File: src/rtl/spi_xfer_pkg.sv
// Package: shared control-register layout for the SPI transfer controller.
// Assumes the 16-bit control word layout below; unlisted bits read as zero.
package spi_xfer_pkg;

    localparam int CTRL_W     = 16;
    localparam int BIT_ENABLE = 15;
    localparam int BIT_IRQEN  = 14;
    localparam int BIT_HOLD   = 11;
    localparam int CS_LO      = 8;
    localparam int BIT_BUSY   = 7;
    localparam int RATE_LO    = 0;
    localparam int CS_W       = 2;
    localparam int RATE_W     = 2;
    // Transfer length is CLK_FREQ >> (TOP_SHIFT - rate).
    localparam int TOP_SHIFT  = 19;

    typedef struct packed {
        logic              enable;
        logic              irq_en;
        logic              hold;
        logic [CS_W-1:0]   cs;
        logic [RATE_W-1:0] rate;
    } ctrl_t;

endpackage

File: src/rtl/spi_ctrl_regs.sv
// Module: control register store with hold-bit command-clear generation.
// Assumes ctrl_wr is a single-cycle write strobe and that NUM_DEV <= 4.
module spi_ctrl_regs
    import spi_xfer_pkg::*;
#(
    parameter int NUM_DEV = 3
) (
    input  logic               clk,
    input  logic               rst_n,
    input  logic               ctrl_wr,
    input  ctrl_t              ctrl_new,
    output ctrl_t              ctrl,
    output logic [NUM_DEV-1:0] cmd_clr
);

    logic [NUM_DEV-1:0] clr_next;

    // Decode which slave gets a command clear; only when old hold is clear.
    for (genvar d = 0; d < NUM_DEV; d++) begin : g_clr
        assign clr_next[d] = ctrl_wr && !ctrl.hold && (int'(ctrl_new.cs) == d);
    end

    // Store control fields and register the one-cycle clear pulses.
    always_ff @(posedge clk) begin
        if (!rst_n) begin
            ctrl    <= '0;
            cmd_clr <= '0;
        end else begin
            cmd_clr <= clr_next;
            if (ctrl_wr) begin
                ctrl <= ctrl_new;
            end
        end
    end

endmodule

File: src/rtl/spi_xfer_timer.sv
// Module: transfer timer; counts a latched length and flags completion.
// Assumes len is at least 1. A start during a transfer restarts the count
// and takes priority over a completion due in the same cycle.
module spi_xfer_timer #(
    parameter int CNT_W = 7
) (
    input  logic             clk,
    input  logic             rst_n,
    input  logic             start,
    input  logic [CNT_W-1:0] len,
    output logic             busy,
    output logic             done
);

    logic [CNT_W-1:0] cnt;
    logic [CNT_W-1:0] len_q;

    // Completion is the last counted cycle of a transfer that is not restarted.
    assign done = busy && !start && (cnt == len_q - CNT_W'(1));

    // Count cycles of the active transfer; start latches length and clears count.
    always_ff @(posedge clk) begin
        if (!rst_n) begin
            busy  <= 1'b0;
            cnt   <= '0;
            len_q <= '0;
        end else if (start) begin
            busy  <= 1'b1;
            cnt   <= '0;
            len_q <= len;
        end else if (done) begin
            busy  <= 1'b0;
            cnt   <= '0;
        end else if (busy) begin
            cnt   <= cnt + CNT_W'(1);
        end
    end

endmodule

File: src/rtl/spi_dev_port.sv
// Module: per-slave select decode and returned-byte multiplexer.
// Assumes the chip-select latched at transfer start; selects >= NUM_DEV
// have no slave, so they select nothing and return zero.
module spi_dev_port
    import spi_xfer_pkg::*;
#(
    parameter int NUM_DEV = 3
) (
    input  logic                 busy,
    input  logic [CS_W-1:0]      cs_q,
    input  logic [8*NUM_DEV-1:0] rx_bytes,
    output logic [NUM_DEV-1:0]   dev_sel,
    output logic [7:0]           rx_sel
);

    // One select line per attached slave, active only during a transfer.
    for (genvar d = 0; d < NUM_DEV; d++) begin : g_sel
        assign dev_sel[d] = busy && (int'(cs_q) == d);
    end

    // Pick the returned byte of the latched slave, zero if none attached.
    always_comb begin
        rx_sel = 8'h00;
        for (int d = 0; d < NUM_DEV; d++) begin
            if (int'(cs_q) == d) begin
                rx_sel = rx_bytes[8*d +: 8];
            end
        end
    end

endmodule

File: src/rtl/spi_xfer_ctrl.sv
// Module: top of the byte-wide SPI master. Decodes register writes, starts
// transfers, captures the returned byte and raises the completion interrupt.
// Assumes CLK_FREQ >> 19 >= 1 and CLK_FREQ >> 16 is small enough to count.
module spi_xfer_ctrl
    import spi_xfer_pkg::*;
#(
    parameter int NUM_DEV  = 3,
    parameter int CLK_FREQ = 1 << 22
) (
    input  logic                 clk,
    input  logic                 rst_n,
    input  logic                 reg_wr,
    input  logic                 reg_addr,
    input  logic [15:0]          reg_wdata,
    output logic [15:0]          ctrl_q,
    output logic [7:0]           data_q,
    output logic                 irq_pulse,
    output logic                 tx_strobe,
    output logic [7:0]           tx_byte,
    output logic [NUM_DEV-1:0]   dev_sel,
    output logic [NUM_DEV-1:0]   cmd_clr,
    input  logic [8*NUM_DEV-1:0] rx_bytes
);

    localparam int MAX_LEN = CLK_FREQ >> (TOP_SHIFT - ((1 << RATE_W) - 1));
    localparam int CNT_W   = $clog2(MAX_LEN + 1);

    ctrl_t            ctrl;
    ctrl_t            ctrl_new;
    logic             ctrl_wr;
    logic             accept;
    logic             busy;
    logic             done;
    logic [CS_W-1:0]  cs_q;
    logic [7:0]       rx_sel;
    logic [CNT_W-1:0] xfer_len;
    logic             unused_wbits;

    // Transfer length for a rate code: a power-of-two share of the clock rate.
    function automatic logic [CNT_W-1:0] len_of(input logic [RATE_W-1:0] r);
        return CNT_W'(CLK_FREQ >> (TOP_SHIFT - int'(r)));
    endfunction

    assign ctrl_wr  = reg_wr && !reg_addr;
    assign accept   = reg_wr && reg_addr && ctrl.enable;
    assign xfer_len = len_of(ctrl.rate);
    assign unused_wbits = ^{reg_wdata[13:12], reg_wdata[10]};

    // Unpack a control write into its stored fields.
    always_comb begin
        ctrl_new.enable = reg_wdata[BIT_ENABLE];
        ctrl_new.irq_en = reg_wdata[BIT_IRQEN];
        ctrl_new.hold   = reg_wdata[BIT_HOLD];
        ctrl_new.cs     = reg_wdata[CS_LO +: CS_W];
        ctrl_new.rate   = reg_wdata[RATE_LO +: RATE_W];
    end

    // Build the control readback word with busy in its read-only bit.
    always_comb begin
        ctrl_q                    = '0;
        ctrl_q[BIT_ENABLE]        = ctrl.enable;
        ctrl_q[BIT_IRQEN]         = ctrl.irq_en;
        ctrl_q[BIT_HOLD]          = ctrl.hold;
        ctrl_q[CS_LO +: CS_W]     = ctrl.cs;
        ctrl_q[BIT_BUSY]          = busy;
        ctrl_q[RATE_LO +: RATE_W] = ctrl.rate;
    end

    spi_ctrl_regs #(.NUM_DEV(NUM_DEV)) u_regs (
        .clk      (clk),
        .rst_n    (rst_n),
        .ctrl_wr  (ctrl_wr),
        .ctrl_new (ctrl_new),
        .ctrl     (ctrl),
        .cmd_clr  (cmd_clr)
    );

    spi_xfer_timer #(.CNT_W(CNT_W)) u_timer (
        .clk   (clk),
        .rst_n (rst_n),
        .start (accept),
        .len   (xfer_len),
        .busy  (busy),
        .done  (done)
    );

    spi_dev_port #(.NUM_DEV(NUM_DEV)) u_port (
        .busy     (busy),
        .cs_q     (cs_q),
        .rx_bytes (rx_bytes),
        .dev_sel  (dev_sel),
        .rx_sel   (rx_sel)
    );

    // Data register, outgoing byte, start strobe, latched select and interrupt.
    always_ff @(posedge clk) begin
        if (!rst_n) begin
            data_q    <= '0;
            tx_byte   <= '0;
            tx_strobe <= 1'b0;
            cs_q      <= '0;
            irq_pulse <= 1'b0;
        end else begin
            tx_strobe <= accept;
            irq_pulse <= done && ctrl.irq_en;
            if (accept) begin
                data_q  <= reg_wdata[7:0];
                tx_byte <= reg_wdata[7:0];
                cs_q    <= ctrl.cs;
            end else if (done) begin
                data_q  <= rx_sel;
            end
        end
    end

endmodule

File: config.mk
export PLATFORM = sky130hd
export DESIGN_NAME = spi_xfer_ctrl
export DESIGN_NICKNAME = d
export VERILOG_FILES = /design/src/rtl/spi_xfer_pkg.sv /design/src/rtl/spi_ctrl_regs.sv /design/src/rtl/spi_xfer_timer.sv /design/src/rtl/spi_dev_port.sv /design/src/rtl/spi_xfer_ctrl.sv
export SDC_FILE = /design/constraint.sdc
export NUM_CORES = 1
export LEC_CHECK = 0
export BUFFER_PORTS_ARGS = -buffer_cell sky130_fd_sc_hd__buf_2
export CAP_MARGIN = 0
export CORE_ASPECT_RATIO = 1.1
export CORE_MARGIN = 5
export CORE_UTILIZATION = 47
export DETAILED_ROUTE_END_ITERATION = 16
export PLACE_DENSITY = 0.88
export SLEW_MARGIN = 40
export SYNTH_ARGS = -nofsm -noshare
export SYNTH_HDL_FRONTEND = slang
export SYNTH_SLANG_ARGS = --single-unit
File: constraint.sdc
create_clock -name clk -period 2.5 [get_ports clk]
set_clock_uncertainty 0.1 [all_clocks]
set_input_delay 0.75 -clock clk [delete_from_list [all_inputs] [get_ports clk]]
set_output_delay 0.75 -clock clk [all_outputs]
set_load 0.1 [all_outputs]
==> results.tsv, run 1 <==
stage	metric	value	unit
run_status	run_status	finished clean	
layout	fillers	387	
clock_tree	cts_setup_buffers	0	
clock_tree	cts_buffers	5	
layout	final_core_util	59.3	%
synthesis	synth_top_area_cell	dfxtp_1	
sta	rsz0062_at_grt	false	
synthesis	async_flop_share	0	%
critical_path	worst-path-buf-inv	2	
clock_tree	clockBufferDepth	2	
detailed_routing	drt-initial-drc-count	161	
clock_tree	h-tree-depth	2	
synthesis	ys_ff_latch	42	
synthesis	synth_ff_type	dfxtp_1	
floorplanning	ios	84	
detailed_routing	wire_per_inst	13.6	um
layout	n_antenna_cell	0	
floorplanning	die_area	5680	um2
critical_path	crit_path_end_kind	output port	
synthesis	synth_top_cells_by_area	dfxtp_1, nand2_1, a21boi_0	
floorplanning	fp.dieW	72.3	um
sta	timing_hold_violations_final	0	
sta	setup_viol	0	
sta	period_minus_slack	2.28	ns
synthesis	synth_enable_flop_cells	0	
floorplanning	start_util	47.5	%
clock_tree	clkTransAtPathRegs	0.07	ns
sta	worst_pin_slew	0.545	ns
synthesis	ys_seq_area_share	41.9	%
critical_path	cp.arrival	1.43	ns
clock_tree	cts_tree	done	
power_and_ir_drop	powerDensity	542	nW/um2
synthesis	syn_area_per_cell	8.50	um2
power_and_ir_drop	comb_power_share	16.7	%
power_and_ir_drop	p_switching	0.000401	W
sta	drv_slew	0	
floorplanning	rows	25	
synthesis	postSynthCellCount	236	
synthesis	synth.distinct_cells	33	
clock_tree	cts_resized	0	
place	portBuffers	72	
layout	syn_to_final_growth	24.7	%
power_and_ir_drop	pwr-share-seq	50.6	%
global_routing	grt_overflow	0	
critical_path	cpPeakStageDelay	0.55	ns
layout	drive_gt1_share	30.8	%
power_and_ir_drop	p_leak	1.10	nW
place	hpwl	3770	um
synthesis	yosysMostFrequentCell	nand2_1	
detailed_routing	drt_first_pass_iters	4	
place	globalplace.congestion	0.785	
clock_tree	cts.sinks	42	
detailed_routing	viasPerCell	5.06	
detailed_routing	vias	1831	
critical_path	critical_path_class	reg2out	
global_routing	antenna_found_initial	0	
flow_run	drv_cap	0	
hold_path	hp-class	reg2reg	
global_routing	grt_pass1_vias	1765	
global_routing	grt_pass1_wl	7860	um
clock_tree	insertion_delay	0.29	ns
power_and_ir_drop	clkPwrFrac	32.6	%
critical_path	critPathSlowestCell	dfxtp_1	
global_routing	gr-usage-all-layers	17.3	%
place	place_area	2410	um2
power_and_ir_drop	p_sw_share	29.6	%
synthesis	synth_top_area_share	41.9	%
detailed_routing	drc	0	
detailed_routing	wl	4920	um
floorplanning	core	4220	um2
sta	post-route-period-util	91.3	%
detailed_routing	ant_nets	0	
sta	max_freq	0.438	GHz
critical_path	start_kind	flop	
floorplanning	die_h	78.5	um
sta	slew_headroom	63.6	%
layout	postLayoutCellArea	2500	um2
critical_path	path_delay_family	flip-flops	
layout	nets	353	
synthesis	synth_commonest_cells	nand2_1, dfxtp_1, a21boi_0	
critical_path	crit_fanout	7	
synthesis	netlist_area	2010	um2
power_and_ir_drop	internal-power	0.000954	W
clock_tree	cts-root-buf	clkbuf_8	
clock_tree	cts-hold-fix-buffers	0	
power_and_ir_drop	peakVddDrop	320	uV
critical_path	crit_path_cell_trace	buf_4 -> and3b_1 -> buf_12	
synthesis	yosysWarnings	0	
global_routing	grt_max_degree	29	
critical_path	critPathRequiredTime	1.65	ns
worst min-delay path, stage by stage, from the launching register on:
cell      delay (ns)
dfxtp_1         0.31
nand2_1         0.05
a21boi_0        0.06
routing by layer:
layer / track usage (%) / wire [um] / vias up
met2: 29.0 / 2440 / 55
met4: 7.14 / 76 / 0
met5: 0 / 0 / -
met1: 20.8 / 2060 / 839
li1: - / - / 930
met3: 4.23 / 332 / 7
kinds of logic after synthesis:
kind of cell,count (synthesis),synth area share [%]
AND/OR/NAND/NOR,109,26.9
flip-flops,42,41.9
AO/OA/AOI/OAI,35,12.7
buffers and inverters,26,7.36
XOR/XNOR,12,5.24
multiplexers,9,4.49
adder cells (fa/ha/maj),2,1.25
other,1,0.187
power groups by stage:
| stage | Sequential [W] | Combinational, W | Clock (W) |
|---|---|---|---|
| after global routing | 0.000688 | 0.000240 | 0.000483 |
| final | 0.000686 | 0.000227 | 0.000442 |
| after CTS | 0.000686 | 0.000227 | 0.000454 |
| after global placement | 0.000702 | 0.000224 | 0 |
| after detailed placement | 0.000702 | 0.000226 | 0 |
| after floorplan | 0.000766 | 0.000114 | 0 |
cell type report:
| cell class | instances | area (um2) | area share, % |
|---|---|---|---|
| repair buffers | 81 | 443 | 17.7 |
| well taps | 54 | 67.6 | 2.70 |
| clock inverters | 1 | 5.00 | 0.200 |
| flip-flops and latches | 42 | 841 | 33.6 |
| inverters | 2 | 7.51 | 0.300 |
| multi-input cells | 175 | 1050 | 42.1 |
| clock buffers | 7 | 86.3 | 3.45 |
state kept, by name, summed over array words and instances, names as in the netlist:
register,flops
u_timer.cnt,7
u_timer.busy,1
u_timer.len_q,4
tx_byte,8
cs_q,2
u_regs.ctrl,7
irq_pulse,1
u_regs.cmd_clr,3
tx_strobe,1
data_q,8
cell usage in the layout (no fill, tap or decap), types with 2 or more instances in the layout:
cell,count
buf_2,71
nand2_1,43
dfxtp_1,42
a21boi_0,20
nor2_1,18
nand3_1,14
nand4_1,10
mux2i_1,9
a21oi_1,9
buf_4,9
xor2_1,8
conb_1,8
clkbuf_8,6
xnor2_1,4
or3_1,4
nor3_1,3
nor2b_1,3
nand3b_1,3
o311ai_0,3
inv_1,2
and3_4,2
nor3b_1,2
ha_1,2
metrics by stage:
stage	power (W)	hold WS, ns	worst slack, ns	std cells	TNS, ns
2_1_floorplan	0.000880	0.353	-0.103	243	-0.103
3_3_place_gp	0.000926	0.347	0.493	354	0
3_5_place_dp	0.000928	0.358	0.486	354	0
4_1_cts	0.00137	0.372	0.197	362	0
5_1_grt	0.00141	0.400	0.169	362	0
6_report	0.00136	0.366	0.219	362	0
path summary, 6_finish.rpt:
| kind | from | cells past startpoint | slack [ns] | end |
|---|---|---|---|---|
| worst max-delay path | cs_q[1] | 3 | 0.22 | dev_sel[2] |
| worst min-delay path | tx_byte[4] | 2 | 0.37 | tx_byte[4] |
| worst max register to register | u_timer.len_q[3] | 7 | 0.45 | data_q[5] |
| worst min register to register | tx_byte[4] | 2 | 0.37 | tx_byte[4] |
(Power assumes the default switching activity.)
==> run 2, diff against run 1 <==
PLACE_DENSITY = 0.81   (was 0.88)
==> results.tsv, run 2 (synthesized netlist as in run 1, its figures left out) <==
stage	metric	value	unit	change
floorplanning	fp.dieW	72.3	um	unchanged
clock_tree	cts-hold-fix-buffers	0		unchanged
power_and_ir_drop	pwr-share-seq	47.8	%	-2.8 points
critical_path	path_delay_family	flip-flops		
clock_tree	insertion_delay	0.29	ns	about the same
clock_tree	cts-root-buf	clkbuf_8		
detailed_routing	ant_nets	0		unchanged
power_and_ir_drop	internal-power	0.00103	W	+8.1%
critical_path	path_depth	3		unchanged
global_routing	grt_pass1_vias	1690		-4.2%
sta	timing_hold_violations_final	0		unchanged
flow_run	drv_cap	0		unchanged
power_and_ir_drop	comb_power_share	15.9	%	-0.8 points
place	dp_slack	0.371	ns	-0.115 ns
clock_tree	clkTransAtPathRegs	0.08	ns	about the same
sta	slew_headroom	64.9	%	+1.3 points
critical_path	reg2reg_to	data_q[4]		
global_routing	antenna_found_initial	0		unchanged
sta	worst_pin_slew	0.526	ns	-0.0190 ns
sta	period_minus_slack	2.21	ns	-0.0757 ns
critical_path	cp.arrival	1.36	ns	-0.07 ns
critical_path	cpPeakStageDelay	0.47	ns	-0.08 ns
critical_path	crit_path_cell_trace	nand2_1 -> nor2_2 -> buf_2		
detailed_routing	drc	0		unchanged
place	globalplace.congestion	0.807		+2.9%
hold_path	hp-class	reg2reg		
hold_path	min_path_cells	2		unchanged
critical_path	critPathRequiredTime	1.65	ns	about the same
clock_tree	cts.sinks	42		unchanged
sta	max_freq	0.453	GHz	+3.4%
clock_tree	cts_resized	0		unchanged
detailed_routing	wl	4810	um	-2.1%
detailed_routing	vias	1825		-0.33%
detailed_routing	wire_per_inst	13.3	um	-2.1%
detailed_routing	drt-initial-drc-count	113		-30%
power_and_ir_drop	p_sw_share	28.3	%	-1.3 points
layout	nets	353		unchanged
critical_path	start_kind	flop		
sta	rsz0062_at_grt	false		
layout	syn_to_final_growth	25.4	%	
critical_path	r2r_start	u_timer.len_q[3]		
layout	final_cell_mix	buf_2, nand2_1, dfxtp_1		
detailed_routing	drt_first_pass_iters	4		unchanged
floorplanning	start_util	47.5	%	unchanged
clock_tree	cts_setup_buffers	0		unchanged
floorplanning	rows	25		unchanged
layout	largestRegisters	data_q x8, tx_byte x8		
clock_tree	clockBufferDepth	2		unchanged
sta	drv_slew	0		unchanged
place	portBuffers	72		unchanged
critical_path	reg2regPathDepth	7		unchanged
critical_path	worst-path-buf-inv	1		-1
clock_tree	h-tree-depth	2		unchanged
global_routing	grt_max_degree	25		-14%
sta	post-route-period-util	88.2	%	-3.0 points
critical_path	crit_path_end_kind	output port		
clock_tree	cts_tree	done		
layout	n_antenna_cell	0		unchanged
layout	drive_gt1_share	30.5	%	-0.32 points
power_and_ir_drop	peakVddDrop	360	uV	+12%
global_routing	grt_overflow	0		unchanged
power_and_ir_drop	clkPwrFrac	36.3	%	+3.7 points
power_and_ir_drop	p_leak	1.11	nW	+0.32%
floorplanning	die_h	78.5	um	unchanged
sta	setup_viol	0		unchanged
floorplanning	core	4220	um2	unchanged
run_status	run_status	finished clean		
critical_path	crit_fanout	7		unchanged
layout	stdcell_count	362		unchanged
critical_path	critical_path_class	reg2out		
power_and_ir_drop	p_switching	0.000406	W	+1.2%
power_and_ir_drop	powerDensity	571	nW/um2	+5.4%
layout	final_common_cell	buf_2		
sta	setup_slack	0.294	ns	+0.0757 ns
clock_tree	cts_buffers	5		unchanged
critical_path	critPathSlowestCell	dfxtp_1		
floorplanning	ios	84		unchanged
detailed_routing	viasPerCell	5.04		-0.33%
critical_path	crit_path_end	dev_sel[1]		
critical_path	crit_start	cs_q[0]		
place	dp_cells	354		unchanged
place	hpwl	3720	um	-1.4%
global_routing	grt_pass1_wl	7670	um	-2.4%
global_routing	gr-usage-all-layers	17.0	%	-0.25 points
critical_path	r2r_setup_slack	0.46	ns	about the same
floorplanning	die_area	5680	um2	unchanged
run 2: changes by cell type in the layout (fill, tap and decap cells not counted), sizes merged:
cell    change
bufinv      +1
clkinv      -1
run 2: worst register-to-register path, delay by kind of cell (launching register included):
family,cells,cell delay [ns]
and+or+nand+nor,3,0.79
buffers and inverters,1,0.08
adders and majority gates,1,0.21
xor gates and xnor gates,2,0.43
DFF,1,0.38
run 2: worst min path at each step:
stage / from / end / slack [ns]
global placement: tx_byte[1] / tx_byte[1] / 0.35
finish: tx_byte[7] / tx_byte[7] / 0.36
detailed placement: tx_byte[7] / tx_byte[7] / 0.36
CTS: tx_byte[7] / tx_byte[7] / 0.37
global route: tx_byte[5] / tx_byte[5] / 0.39
floorplan: u_timer.len_q[6] / u_timer.len_q[6] / 0.35
run 2: metrics by stage:
step	power (W)	util, %	setup TNS (ns)	area [um2]	hold slack, ns
floorplan	0.000880	-	-0.103	2040	0.353
global placement	0.000927	57.1	0	2410	0.348
detailed placement	0.000930	57.1	0	2410	0.358
CTS	0.00145	59.6	0	2520	0.369
global route	0.00149	59.6	0	2520	0.388
finish	0.00144	59.6	0	2520	0.363
run 2: cell type report:
type | count | area, um2
Fill cell | 391 | 1710
Multi-Input combinational cell | 175 | 1050
Sequential cell | 42 | 841
Timing Repair Buffer | 81 | 443
Clock buffer | 7 | 76.3
Tap cell | 54 | 67.6
Clock inverter | 1 | 30.0
Inverter | 2 | 7.51
run 2: power groups by stage:
stage | Clock (W) | Combinational (W) | Sequential (W)
2_1_floorplan | 0 | 0.000114 | 0.000766
3_3_place_gp | 0 | 0.000225 | 0.000702
3_5_place_dp | 0 | 0.000228 | 0.000702
4_1_cts | 0.000533 | 0.000228 | 0.000687
5_1_grt | 0.000561 | 0.000240 | 0.000688
6_report | 0.000522 | 0.000228 | 0.000687
run 2: routing by layer:
| layer | track usage [%] | part of all wire, % |
|---|---|---|
| met5 | 0 | 0 |
| met4 | 7.71 | 1.8 |
| met3 | 3.84 | 5.5 |
| met2 | 28.0 | 51 |
| met1 | 20.9 | 42 |
==> run 3, diff against run 2 <==
RECOVER_POWER = 100   (was unset)
==> results.tsv, run 3 (synthesized netlist as in run 1, its figures left out) <==
stage	metric	value	unit	change
layout	largestRegisters	data_q x8, tx_byte x8		
clock_tree	cts.sinks	42		unchanged
detailed_routing	drt-initial-drc-count	130		+15%
clock_tree	clockBufferDepth	2		unchanged
detailed_routing	wire_per_inst	13.2	um	-0.62%
critical_path	crit_path_cell_trace	clkbuf_2 -> and3b_1 -> buf_12		
place	dp_slack	0.371	ns	unchanged
layout	final_common_cell	nand2_1		
detailed_routing	top_layer	met4		
sta	hold_slack	0.365	ns	+0.00215 ns
detailed_routing	drc	0		unchanged
floorplanning	die_h	78.5	um	unchanged
floorplanning	rows	25		unchanged
clock_tree	cts_tree	done		
clock_tree	cts_buffers	5		unchanged
hold_path	hp-class	reg2reg		
floorplanning	die_area	5680	um2	unchanged
critical_path	start_kind	flop		
power_and_ir_drop	peakVddDrop	358	uV	-0.56%
clock_tree	insertion_delay	0.29	ns	about the same
clock_tree	cts_setup_buffers	0		unchanged
critical_path	reg2reg_to	data_q[4]		
floorplanning	core	4220	um2	unchanged
detailed_routing	drt-met1-wl	1940	um	-3.9%
sta	drv_slew	0		unchanged
sta	slew_headroom	34.5	%	-30 points
sta	setup_slack	0.255	ns	-0.0390 ns
layout	final_cell_mix	nand2_1, dfxtp_1, buf_2		
sta	post-route-period-util	89.8	%	+1.6 points
floorplanning	start_util	47.5	%	unchanged
power_and_ir_drop	p_leak	1.06	nW	-4.1%
clock_tree	cts-root-buf	clkbuf_8		
layout	drive_gt1_share	28.6	%	-1.9 points
place	dp_cells	354		unchanged
layout	stdcell_count	362		unchanged
detailed_routing	wl	4780	um	-0.62%
layout	n_antenna_cell	0		unchanged
critical_path	cp.arrival	1.39	ns	+0.03 ns
critical_path	crit_fanout	7		unchanged
hold_path	min_path_cells	2		unchanged
clock_tree	h-tree-depth	2		unchanged
floorplanning	ios	84		unchanged
critical_path	path_depth	3		unchanged
place	globalplace.congestion	0.807		unchanged
clock_tree	cts-hold-fix-buffers	0		unchanged
global_routing	grt_pass1_wl	7670	um	unchanged
critical_path	reg2regPathDepth	7		unchanged
place	portBuffers	72		unchanged
sta	setup_viol	0		unchanged
global_routing	antenna_found_initial	0		unchanged
critical_path	critPathRequiredTime	1.65	ns	about the same
critical_path	cpPeakStageDelay	0.46	ns	about the same
critical_path	worst-path-buf-inv	2		+1
critical_path	critical_path_class	reg2out		
floorplanning	fp.dieW	72.3	um	unchanged
critical_path	r2r_setup_slack	0.46	ns	about the same
sta	rsz0062_at_grt	false		
critical_path	path_delay_family	flip-flops		
sta	period_minus_slack	2.24	ns	+0.0390 ns
clock_tree	clkTransAtPathRegs	0.08	ns	about the same
critical_path	crit_path_end	dev_sel[2]		
run_status	run_status	finished clean		
critical_path	r2r_start	u_timer.len_q[3]		
layout	syn_to_final_growth	24.4	%	
power_and_ir_drop	powerDensity	574	nW/um2	+0.63%
clock_tree	cts_resized	0		unchanged
detailed_routing	ant_nets	0		unchanged
global_routing	gr-usage-all-layers	17.0	%	unchanged
detailed_routing	dr_wl_met2	2460	um	+1.1%
flow_run	drv_cap	0		unchanged
detailed_routing	viasPerCell	5.10		+1.2%
critical_path	critPathSlowestCell	dfxtp_1		
detailed_routing	drt_first_pass_iters	4		unchanged
sta	worst_pin_slew	0.982	ns	+0.456 ns
global_routing	grt_overflow	0		unchanged
detailed_routing	vias	1846		+1.2%
place	hpwl	3720	um	unchanged
global_routing	grt_pass1_vias	1690		unchanged
critical_path	crit_start	cs_q[0]		
layout	nets	353		unchanged
sta	timing_hold_violations_final	0		unchanged
global_routing	grt_max_degree	25		unchanged
sta	max_freq	0.446	GHz	-1.7%
detailed_routing	dr_wl_met3	291	um	+9.0%
critical_path	crit_path_end_kind	output port		
hold_path	hp-start	tx_byte[7]		
run 3: worst register-to-register path, cell delays in order (launching register included):
cell,delay (ns)
dfxtp_1,0.38
inv_1,0.08
ha_1,0.21
xor2_1,0.15
xnor2_1,0.28
nand4_4,0.27
or3_1,0.45
nand3_1,0.07
run 3: worst min path at each step:
stage | slack (ns) | to
3_5_place_dp | 0.36 | tx_byte[7]
3_3_place_gp | 0.35 | tx_byte[1]
6_report | 0.37 | tx_byte[7]
4_1_cts | 0.37 | tx_byte[7]
5_1_grt | 0.39 | tx_byte[5]
2_1_floorplan | 0.35 | u_timer.len_q[6]
run 3: area by class of cell:
class	count	area, um2
clock inverters	1	30.0
repair buffers	81	430
fillers	396	1730
multi-input cells	175	1040
flip-flops and latches	42	841
clock buffers	7	76.3
inverters	2	7.51
well taps	54	67.6
run 3: per-layer routing:
layer  GRT usage (%)  vias to the layer above
met5               0                        -
met4            7.71                        0
li1                -                      928
met1            20.9                      863
met2            28.0                       47
met3            3.84                        8
run 3: through the flow:
stage	total power, W	instance area, um2	setup TNS [ns]	utilization [%]
after floorplan	0.000880	2040	-0.103	-
after global placement	0.000927	2410	0	57.1
after detailed placement	0.000930	2410	0	57.1
after CTS	0.00145	2520	0	59.6
after global routing	0.00149	2500	0	59.1
final	0.00143	2500	0	59.1
run 3: power by group:
part	leakage, nW	switching, W	internal, W	total (W)
logic	0.669	0.000174	0.0000512	0.000225
registers	0.339	0.00000835	0.000679	0.000687
clock network	0.0524	0.000223	0.000299	0.000522
total	1.06	0.000406	0.00103	0.00143
